### src/rtl/acc_mon_pkg.sv
package acc_mon_pkg;

  localparam int PCT_FULL = 100;

  // strobes from control to datapath
  typedef struct packed {
    logic take;  // score and count this trial
    logic wipe;  // zero counters and flag
  } monStrobe_t;

endpackage

### src/rtl/acc_mon_ctrl.sv
module acc_mon_ctrl
  import acc_mon_pkg::*;
(
  input  logic       clk,
  input  logic       rstN,
  input  logic       clear,
  input  logic       trialValid,
  output monStrobe_t strobe,
  output logic       reportValid
);

  logic validQ;

  always_comb begin
    strobe.wipe = clear;
    strobe.take = trialValid & ~clear;
  end

  always_ff @(posedge clk) begin
    if (!rstN) validQ <= 1'b0;
    else       validQ <= strobe.take;
  end

  assign reportValid = validQ;

endmodule

### src/rtl/acc_mon_satcnt.sv
module acc_mon_satcnt #(
  parameter int W = 32
) (
  input  logic         clk,
  input  logic         rstN,
  input  logic         clr,
  input  logic         inc,
  output logic [W-1:0] count
);

  logic [W-1:0] countQ;
  logic         atTop;

  assign atTop = (countQ == {W{1'b1}});

  always_ff @(posedge clk) begin
    if (!rstN)              countQ <= '0;
    else if (clr)           countQ <= '0;
    else if (inc && !atTop) countQ <= countQ + W'(1);
  end

  assign count = countQ;

endmodule

### src/rtl/acc_mon_dp.sv
module acc_mon_dp
  import acc_mon_pkg::*;
#(
  parameter int RES_W = 33,
  parameter int PCT_W = 7,
  parameter int CNT_W = 32
) (
  input  logic             clk,
  input  logic             rstN,
  input  monStrobe_t       strobe,
  input  logic [RES_W-1:0] exactRes,
  input  logic [RES_W-1:0] approxRes,
  input  logic [PCT_W-1:0] minAccPct,
  output logic             acceptFlag,
  output logic [CNT_W-1:0] totalCount,
  output logic [CNT_W-1:0] acceptCount
);

  localparam int PROD_W = RES_W + PCT_W;
  localparam int NCNT   = 2;

  logic [RES_W-1:0]  errMag;
  logic [PCT_W-1:0]  thrClamp;
  logic [PCT_W-1:0]  marginPct;
  logic [PROD_W-1:0] errScaled;
  logic [PROD_W-1:0] exactScaled;
  logic              errZero;
  logic              trialPass;
  logic              flagQ;
  logic [NCNT-1:0]   bump;
  logic [CNT_W-1:0]  cnts [NCNT];

  // absolute error, independent of which sum is larger
  assign errMag = (exactRes >= approxRes) ? (exactRes - approxRes)
                                          : (approxRes - exactRes);

  // thresholds above full scale act as full scale
  assign thrClamp  = (minAccPct > PCT_W'(PCT_FULL)) ? PCT_W'(PCT_FULL) : minAccPct;
  assign marginPct = PCT_W'(PCT_FULL) - thrClamp;

  // cross-multiplied accuracy test at full product width
  assign errScaled   = PROD_W'(errMag) * PROD_W'(PCT_FULL);
  assign exactScaled = PROD_W'(exactRes) * PROD_W'(marginPct);
  assign errZero     = (errMag == '0);

  always_comb begin
    if (errZero) trialPass = (thrClamp != PCT_W'(PCT_FULL));
    else         trialPass = (errScaled < exactScaled);
  end

  always_ff @(posedge clk) begin
    if (!rstN)            flagQ <= 1'b0;
    else if (strobe.take) flagQ <= trialPass;
    else                  flagQ <= 1'b0;
  end

  assign acceptFlag = flagQ;

  assign bump = {strobe.take & trialPass, strobe.take};

  for (genvar gi = 0; gi < NCNT; gi++) begin : g_cnt
    acc_mon_satcnt #(.W(CNT_W)) u_cnt (
      .clk   (clk),
      .rstN  (rstN),
      .clr   (strobe.wipe),
      .inc   (bump[gi]),
      .count (cnts[gi])
    );
  end

  assign totalCount  = cnts[0];
  assign acceptCount = cnts[1];

endmodule

### src/rtl/acc_accept_monitor.sv
module acc_accept_monitor
  import acc_mon_pkg::*;
#(
  parameter int RES_W = 33,
  parameter int PCT_W = 7,
  parameter int CNT_W = 32
) (
  input  logic             clk,
  input  logic             rstN,
  input  logic             clear,
  input  logic             trialValid,
  input  logic [RES_W-1:0] exactRes,
  input  logic [RES_W-1:0] approxRes,
  input  logic [PCT_W-1:0] minAccPct,
  output logic             acceptValid,
  output logic             acceptFlag,
  output logic [CNT_W-1:0] totalCount,
  output logic [CNT_W-1:0] acceptCount
);

  monStrobe_t strobe;

  acc_mon_ctrl u_ctrl (
    .clk         (clk),
    .rstN        (rstN),
    .clear       (clear),
    .trialValid  (trialValid),
    .strobe      (strobe),
    .reportValid (acceptValid)
  );

  acc_mon_dp #(
    .RES_W (RES_W),
    .PCT_W (PCT_W),
    .CNT_W (CNT_W)
  ) u_dp (
    .clk         (clk),
    .rstN        (rstN),
    .strobe      (strobe),
    .exactRes    (exactRes),
    .approxRes   (approxRes),
    .minAccPct   (minAccPct),
    .acceptFlag  (acceptFlag),
    .totalCount  (totalCount),
    .acceptCount (acceptCount)
  );

endmodule

### config.mk
export PLATFORM = sky130hd
export DESIGN_NAME = acc_accept_monitor
export DESIGN_NICKNAME = d
export VERILOG_FILES = /design/src/rtl/acc_mon_pkg.sv /design/src/rtl/acc_mon_ctrl.sv /design/src/rtl/acc_mon_satcnt.sv /design/src/rtl/acc_mon_dp.sv /design/src/rtl/acc_accept_monitor.sv
export SDC_FILE = /design/constraint.sdc
export NUM_CORES = 1
export LEC_CHECK = 0
export ABC_AREA = 0
export BUFFER_PORTS_ARGS = -buffer_cell sky130_fd_sc_hd__buf_2
export CORE_MARGIN = 2
export CORE_UTILIZATION = 29
export CTS_BUF_LIST = sky130_fd_sc_hd__clkbuf_8
export CTS_CLUSTER_SIZE = 40
export DETAILED_ROUTE_END_ITERATION = 8
export PLACE_DENSITY = 0.46
export SLEW_MARGIN = 15
export SYNTH_ARGS = -nofsm -noshare
export SYNTH_HDL_FRONTEND = slang
export SYNTH_SLANG_ARGS = --single-unit
### constraint.sdc
create_clock -name clk -period 28.7 [get_ports clk]
set_clock_uncertainty 0.2 [all_clocks]
set_input_delay 1.435 -clock clk [delete_from_list [all_inputs] [get_ports clk]]
set_output_delay 1.435 -clock clk [all_outputs]
set_load 0.05 [all_outputs]
# Yosys cells after proc, flatten, opt, wreduce, memory -nomap -nowiden

Index checks and enable logic that the tools add are counted.

Bits in registers: 66
Bits of input ports: 77

Add/subtract/negate cells: 5
$mul: 2
$lt $le $gt $ge: 3
Eq/ne operators: 3
Mux-type cells: 3
Bitwise operators: 4
Reduce and logical (&&, ||, !) cells: 7

Operators with widths:

| kind                                                  | number |
|---|---|
| subtractor 33 bit                                     | 2 |
| adder 32 x 1 -> 32 bit (second input constant)        | 2 |
| == test 32 bit (second input constant)                | 2 |
| less-than comparator 40 bit                           | 1 |
| multiplier 33 x 7 -> 40 bit                           | 1 |
| multiplier 33 x 5 -> 38 bit (second input constant)   | 1 |
| >= comparator 33 bit                                  | 1 |
| zero test 33 bit                                      | 1 |
| 2-to-1 mux 33 bit                                     | 1 |
| greater-than comparator 7 bit (second input constant) | 1 |
| 2-to-1 mux 7 bit                                      | 1 |
| inequality test 7 bit (second input constant)         | 1 |
| subtractor 7 bit (first input constant)               | 1 |
| AND 1 bit                                             | 2 |
| logical AND 1 bit                                     | 2 |
| zero test 1 bit                                       | 2 |
| NOT 1 bit                                             | 2 |
| AND reduction 2 bit                                   | 1 |
| OR reduction 2 bit                                    | 1 |
| 2-to-1 mux 1 bit                                      | 1 |

# Logic depth before layout (Yosys ltp)

Word-level depth: 8
Depth in mapped cells: 44
Depth with buffers taken out: 39

# Hierarchy

From an unflattened synthesis, not the netlist that was laid out.

Cells, all modules: 2396
Area total of the unflattened synthesis: 18804.3 µm²

By module, submodules not included:

| module         | instances | cells each | area an instance (µm²) | seq. area each (µm²) |
|---|---|---|---|---|
| acc_mon_dp     | 1         | 1986       | 15493.6                | 20.0 |
| acc_mon_satcnt | 2         | 203        | 1634.1                 | 640.6 |
| acc_mon_ctrl   | 1         | 4          | 42.5                   | 20.0 |

# Least setup slack after synthesis

No wires, ideal clock.

Path kind: in2reg
Start: input exactRes[28]
End: register u_dp.g_cnt[1].u_cnt.countQ[20]
Library setup time: 0.072 ns
Data arrival time: 10.241 ns
Path slack: 18.187 ns
Stages: 44
Cell sequence: clkbuf_1 > inv_1 > ha_1 > buf_2 > nand4_4 > nor4_2 > a41oi_2 > o2111a_1 > nand3_2 > buf_2 > nor2_1 > or4_1 > and3_1 > o21bai_1 > xnor2_1 > ha_1 > ha_1 > inv_1 > (+8 left out) > o21ai_0 > a41o_1 > a221oi_1 > o21ai_0 > xnor2_1 > ha_1 > a21o_1 > a21oi_1 > nor2b_1 > o21ai_0 > nand2b_1 > a211oi_1 > o211a_1 > a211oi_4 > buf_6 > buf_4 > nor4_1 > mux2i_1

Longest elaborated chain between the ends: 7
Elaborated cells between the ends (all ways): 11
Classes of those cells: add/sub (2); mul (2); order compare (2); mux (2); bitwise (1); reduce/logical (2)

RTL lines:

| what                                            | RTL line                 | source |
|---|---|---|
| from (decl)                                     | acc_accept_monitor.sv:12 | `input logic [RES_W-1:0] exactRes,` |
| subtractor 33 bit, or another cell as far along | acc_mon_dp.sv:35         | `: (approxRes - exactRes);` |
| 2-to-1 mux 33 bit                               | acc_mon_dp.sv:34         | `assign errMag = (exactRes >= approxRes) ? (exactRes - approxRes)` |
| multiplier 33 x 5 -> 38 bit                     | acc_mon_dp.sv:42         | `assign errScaled = PROD_W'(errMag) * PROD_W'(PCT_FULL);` |
| less-than comparator 40 bit                     | acc_mon_dp.sv:48         | `else trialPass = (errScaled < exactScaled);` |
| 2-to-1 mux 1 bit (*)                            | acc_mon_dp.sv:47         | `if (errZero) trialPass = (thrClamp != PCT_W'(PCT_FULL));` |
| AND 1 bit (*)                                   | acc_mon_dp.sv:59         | `assign bump = {strobe.take & trialPass, strobe.take};` |
| logical AND 1 bit (*)                           | acc_mon_satcnt.sv:19     | `else if (inc && !atTop) countQ <= countQ + W'(1);` |
| to (signal assigned)                            | acc_mon_satcnt.sv:19     |  |
| to (decl)                                       | acc_mon_satcnt.sv:11     | `logic [W-1:0] countQ;` |

Every way passes the cells marked *; elsewhere a longest branch is shown, timed or not.
A chain may end at the register's enable or synchronous reset.

# Worst setup path after layout

Start: input exactRes[10]
End: register u_dp.g_cnt[1].u_cnt.countQ[3]

The elaborated chain is that of the path after synthesis.

==> metrics list <==
- Most numerous cell types in the synthesized netlist: 404 x sky130_fd_sc_hd__inv_1, 283 x sky130_fd_sc_hd__ha_1, 216 x sky130_fd_sc_hd__nand2_1
- Summing all multi-input logic gate instances after layout gives about 16000 µm².
* Final hold viol count: 0
* Routability congestion estimate: around 0.94
* Cell accounting for the most synthesized area: sky130_fd_sc_hd__fa_1
- Buffers inserted by post-CTS timing repair: 0
* First drt pass iteration count: 5
- The number of global-route vias before repair was 17300.
* Cell count after synthesis: 2390
- Layout Cells excl Fill: about 3300
- In this run the deepest clock path goes through 2 buffers.
- Of all nets on the critical path, the largest fanout is 53.
* I/O pin count: between 100 and 150
- Row generation in the floorplan step produced slightly above 90 rows.
- Relative to the synthesized area, the layout overhead comes to 8.87%.
* Main combinational cell family by area after synthesis: adder cells
* Post-Synth Adder-Cell Area: between 30% and 40%
- Initial DRC count: 1126
- Main flop type after synthesis: sky130_fd_sc_hd__dfxtp_1
- Floorplan die width: 259 µm
- Sequential elements use 7.01% of the synthesized area.
* Critical Path Max Stage Delay: 660 ps
* DIE AREA: 67000 µm²
- Count of hold buffers inserted by post-cts repair: 0
* Worst relative slew slack: ~26%
- The critical path is of the in2reg type.
* Final Max Slew Viols: 0
- Global routing finished with a remaining overflow of 0.
- Core region area: around 64000 µm²
- Wires add up to about 56000 µm.
- After clock tree synthesis, the clock-pin slew on the worst setup and hold paths is 70 ps.
- Critical path launch point type: input port
- The clock net in this run drives a total of between 60 and 70 sinks.
* Library cells used by synthesis: between 70 and 80
* Total clock buffers created by CTS: 9
- Final setup vio count: 0
* Initial core utilization: roughly 30%
- For this design, the slowest cell found on the critical path is sky130_fd_sc_hd__nor3_1.
- Floorplan die height: 259 µm
- Synth Net Count: 2934
* Clock latency on the worst-skew pair: ~340 ps
- Final HPWL from detailed placement: between 40000 and 50000 µm
- The first global-routing pass estimated 93600 µm of wire.
- The net count of the finished layout is 3017.
* FF-to-FF End: u_dp.g_cnt[1].u_cnt.count[14]
* Setup repair after global routing missed its margin: false
- After synthesis the cells add up to 18800 µm².
* Required @ worst endpoint: approximately 29000 ps
- Count of cells resized by post-cts repair: 0
- Simple-gate share of the synthesized area: 19.5%
- Most area-consuming cells after synthesis: sky130_fd_sc_hd__fa_1 20%, sky130_fd_sc_hd__ha_1 19%, sky130_fd_sc_hd__inv_1 8.0%, sky130_fd_sc_hd__dfxtp_1 7.0%, sky130_fd_sc_hd__a21oi_1 5.0%
- Hold crit path type: reg2reg
* Share of cell area taken by muxes after synthesis: under 10%
- Antenna violation net count after detailed routing: 0
- TritonCTS built the clock tree.
- Hold path cells: 2
- Initial antenna violation count: 0
- Number of port buffers: about 140
* Ratio of routed vias to standard cells: approximately 5
- Number of diodes: 0
* Share of the synthesized area in the top cell type: approximately 20%
* Hold wc startpoint: u_dp.g_cnt[1].u_cnt.count[5]
* Flop-to-flop setup slack: 25070 ps
* Placed cells: between 3000 and 4000
* Most Frequent Cell on Critical Path: sky130_fd_sc_hd__ha_1
- Total of fill cells in the finished design: 6901
- Data on the critical path arrives at its endpoint at about 12000 ps.
- Via total after detailed routing: between 15000 and 20000
* Clk Tree Root Cell: sky130_fd_sc_hd__clkbuf_8
- Summing the areas of all xor and xnor instances in the mapped netlist gives a little over 6% of the synthesized area.
- In this run the critical register-to-register path is launched from u_dp.g_cnt[1].u_cnt.count[6].
- Asr flop ratio synth: 0%
- H-tree lvl count: 3
* Crit. End Element: flop
- Dividing the synthesized area by the synthesized cell count gives ~7.9 µm².
- Total negative slack for setup checks: 0 ps
* Hold Path Sink: u_dp.g_cnt[1].u_cnt.count[5]
- After synthesis the netlist holds a flip-flop and latch count of 66.
- Area used by sequential logic in the layout: ~1300 µm²
- Max-cap violations in this run came to 0.
- The run finished with clean final reports.
- After layout, the worst path uses about 43% of the clock period.
* Fmax: 81.8 MHz
- Number of enable-type register cells in the synthesized netlist: 0
* Slew at the pin closest to its max-slew limit: approximately 1100 ps
- Average wire per standard cell: 17.0 µm
* Total routing usage reported by global routing: ~17%
* Number of cells on the worst reg-to-reg path: 10
* Post-route minimum period: about 12000 ps
* Fraction of final layout cells sized beyond drive strength 1: 8.32%
- Count leader, synth: sky130_fd_sc_hd__inv_1
- The synthesized netlist devotes about 18% of its cell area to compound gates.
* Warnings, synthesis: 0
* Largest net degree at the start of global routing: 56
- For this run, design rule violations remaining after detail routing come to 0.
==> routing by layer <==
layer	share of wire, %	GRT usage, %
met1	46	23.0
met2	47	29.7
met3	4.2	1.77
met4	2.2	3.63
met5	0	0
==> state kept, by name (all words and copies together), names as in the netlist <==
name,cells
u_ctrl.reportValid,1
u_dp.acceptFlag,1
u_dp.g_cnt.u_cnt.count,64
==> cells by family (layout without fill, tap and decap cells) <==
| kind of cell | after synthesis | after routing |
|---|---|---|
| AO/OA/AOI/OAI | 513 | 513 |
| XOR/XNOR | 132 | 132 |
| adder cells (fa/ha/maj) | 467 | 467 |
| buffers and inverters | 485 | 570 |
| flip-flops | 66 | 66 |
| multiplexers | 24 | 24 |
| AND/OR/NAND/NOR | 703 | 703 |
==> critical path: cells and delay by family <==
family,cells,cell delay (ps)
AOI/OAI and AO/OA,16,3790
and+or+nand+nor,12,3660
adders and majority gates,6,2280
buffers and inverters,5,640
xor gates and xnor gates,2,450
==> worst max path at each step <==
stage / start / to
finish: exactRes[10] / u_dp.g_cnt[1].u_cnt.count[3]
global placement: minAccPct[4] / u_dp.g_cnt[1].u_cnt.count[18]
detailed placement: minAccPct[3] / u_dp.g_cnt[1].u_cnt.count[3]
floorplan: exactRes[28] / u_dp.g_cnt[1].u_cnt.count[20]
global route: exactRes[8] / u_dp.g_cnt[1].u_cnt.count[3]
CTS: minAccPct[3] / u_dp.g_cnt[1].u_cnt.count[3]
==> cells in the final DEF, fill, tap and decap left out, types with 21 or more instances in the layout <==
master,Yosys,routed
sky130_fd_sc_hd__a21o_1,71,71
sky130_fd_sc_hd__fa_1,184,184
sky130_fd_sc_hd__o21bai_1,30,30
sky130_fd_sc_hd__nand3_1,48,48
sky130_fd_sc_hd__and2_1,133,133
sky130_fd_sc_hd__mux2i_1,21,21
sky130_fd_sc_hd__nand2_1,216,216
sky130_fd_sc_hd__xnor2_1,72,72
sky130_fd_sc_hd__o31ai_1,27,27
sky130_fd_sc_hd__nor2_1,101,101
sky130_fd_sc_hd__nand4_1,41,41
sky130_fd_sc_hd__dfxtp_1,66,66
sky130_fd_sc_hd__xor2_1,60,59
sky130_fd_sc_hd__ha_1,283,283
sky130_fd_sc_hd__inv_1,404,406
sky130_fd_sc_hd__nor3_1,22,21
sky130_fd_sc_hd__o21ai_0,78,77
sky130_fd_sc_hd__a21oi_1,188,186
sky130_fd_sc_hd__buf_2,24,142
sky130_fd_sc_hd__or4_1,22,22
==> cell type report <==
class	count	share of cell area, %
well taps	855	5.22
multi-input cells	1839	76.3
clock inverters	2	0.0366
clock buffers	11	0.738
repair buffers	153	3.87
flip-flops and latches	66	6.44
inverters	404	7.39
==> through the flow <==
stage / hold slack (ps) / instance area, µm² / setup slack (ps) / util, %
6_report: 280 / 20500 / 16470 / 31.9
4_1_cts: 285 / 20500 / 16470 / 31.9
2_1_floorplan: 484 / 18800 / 18190 / -
3_5_place_dp: 275 / 20300 / 16160 / 31.6
3_3_place_gp: 263 / 20300 / 16020 / 31.6
5_1_grt: 313 / 20500 / 15750 / 31.9
Power is not shown: default switching activity piles up to over one toggle a cycle in this logic, so the estimate is an artifact.
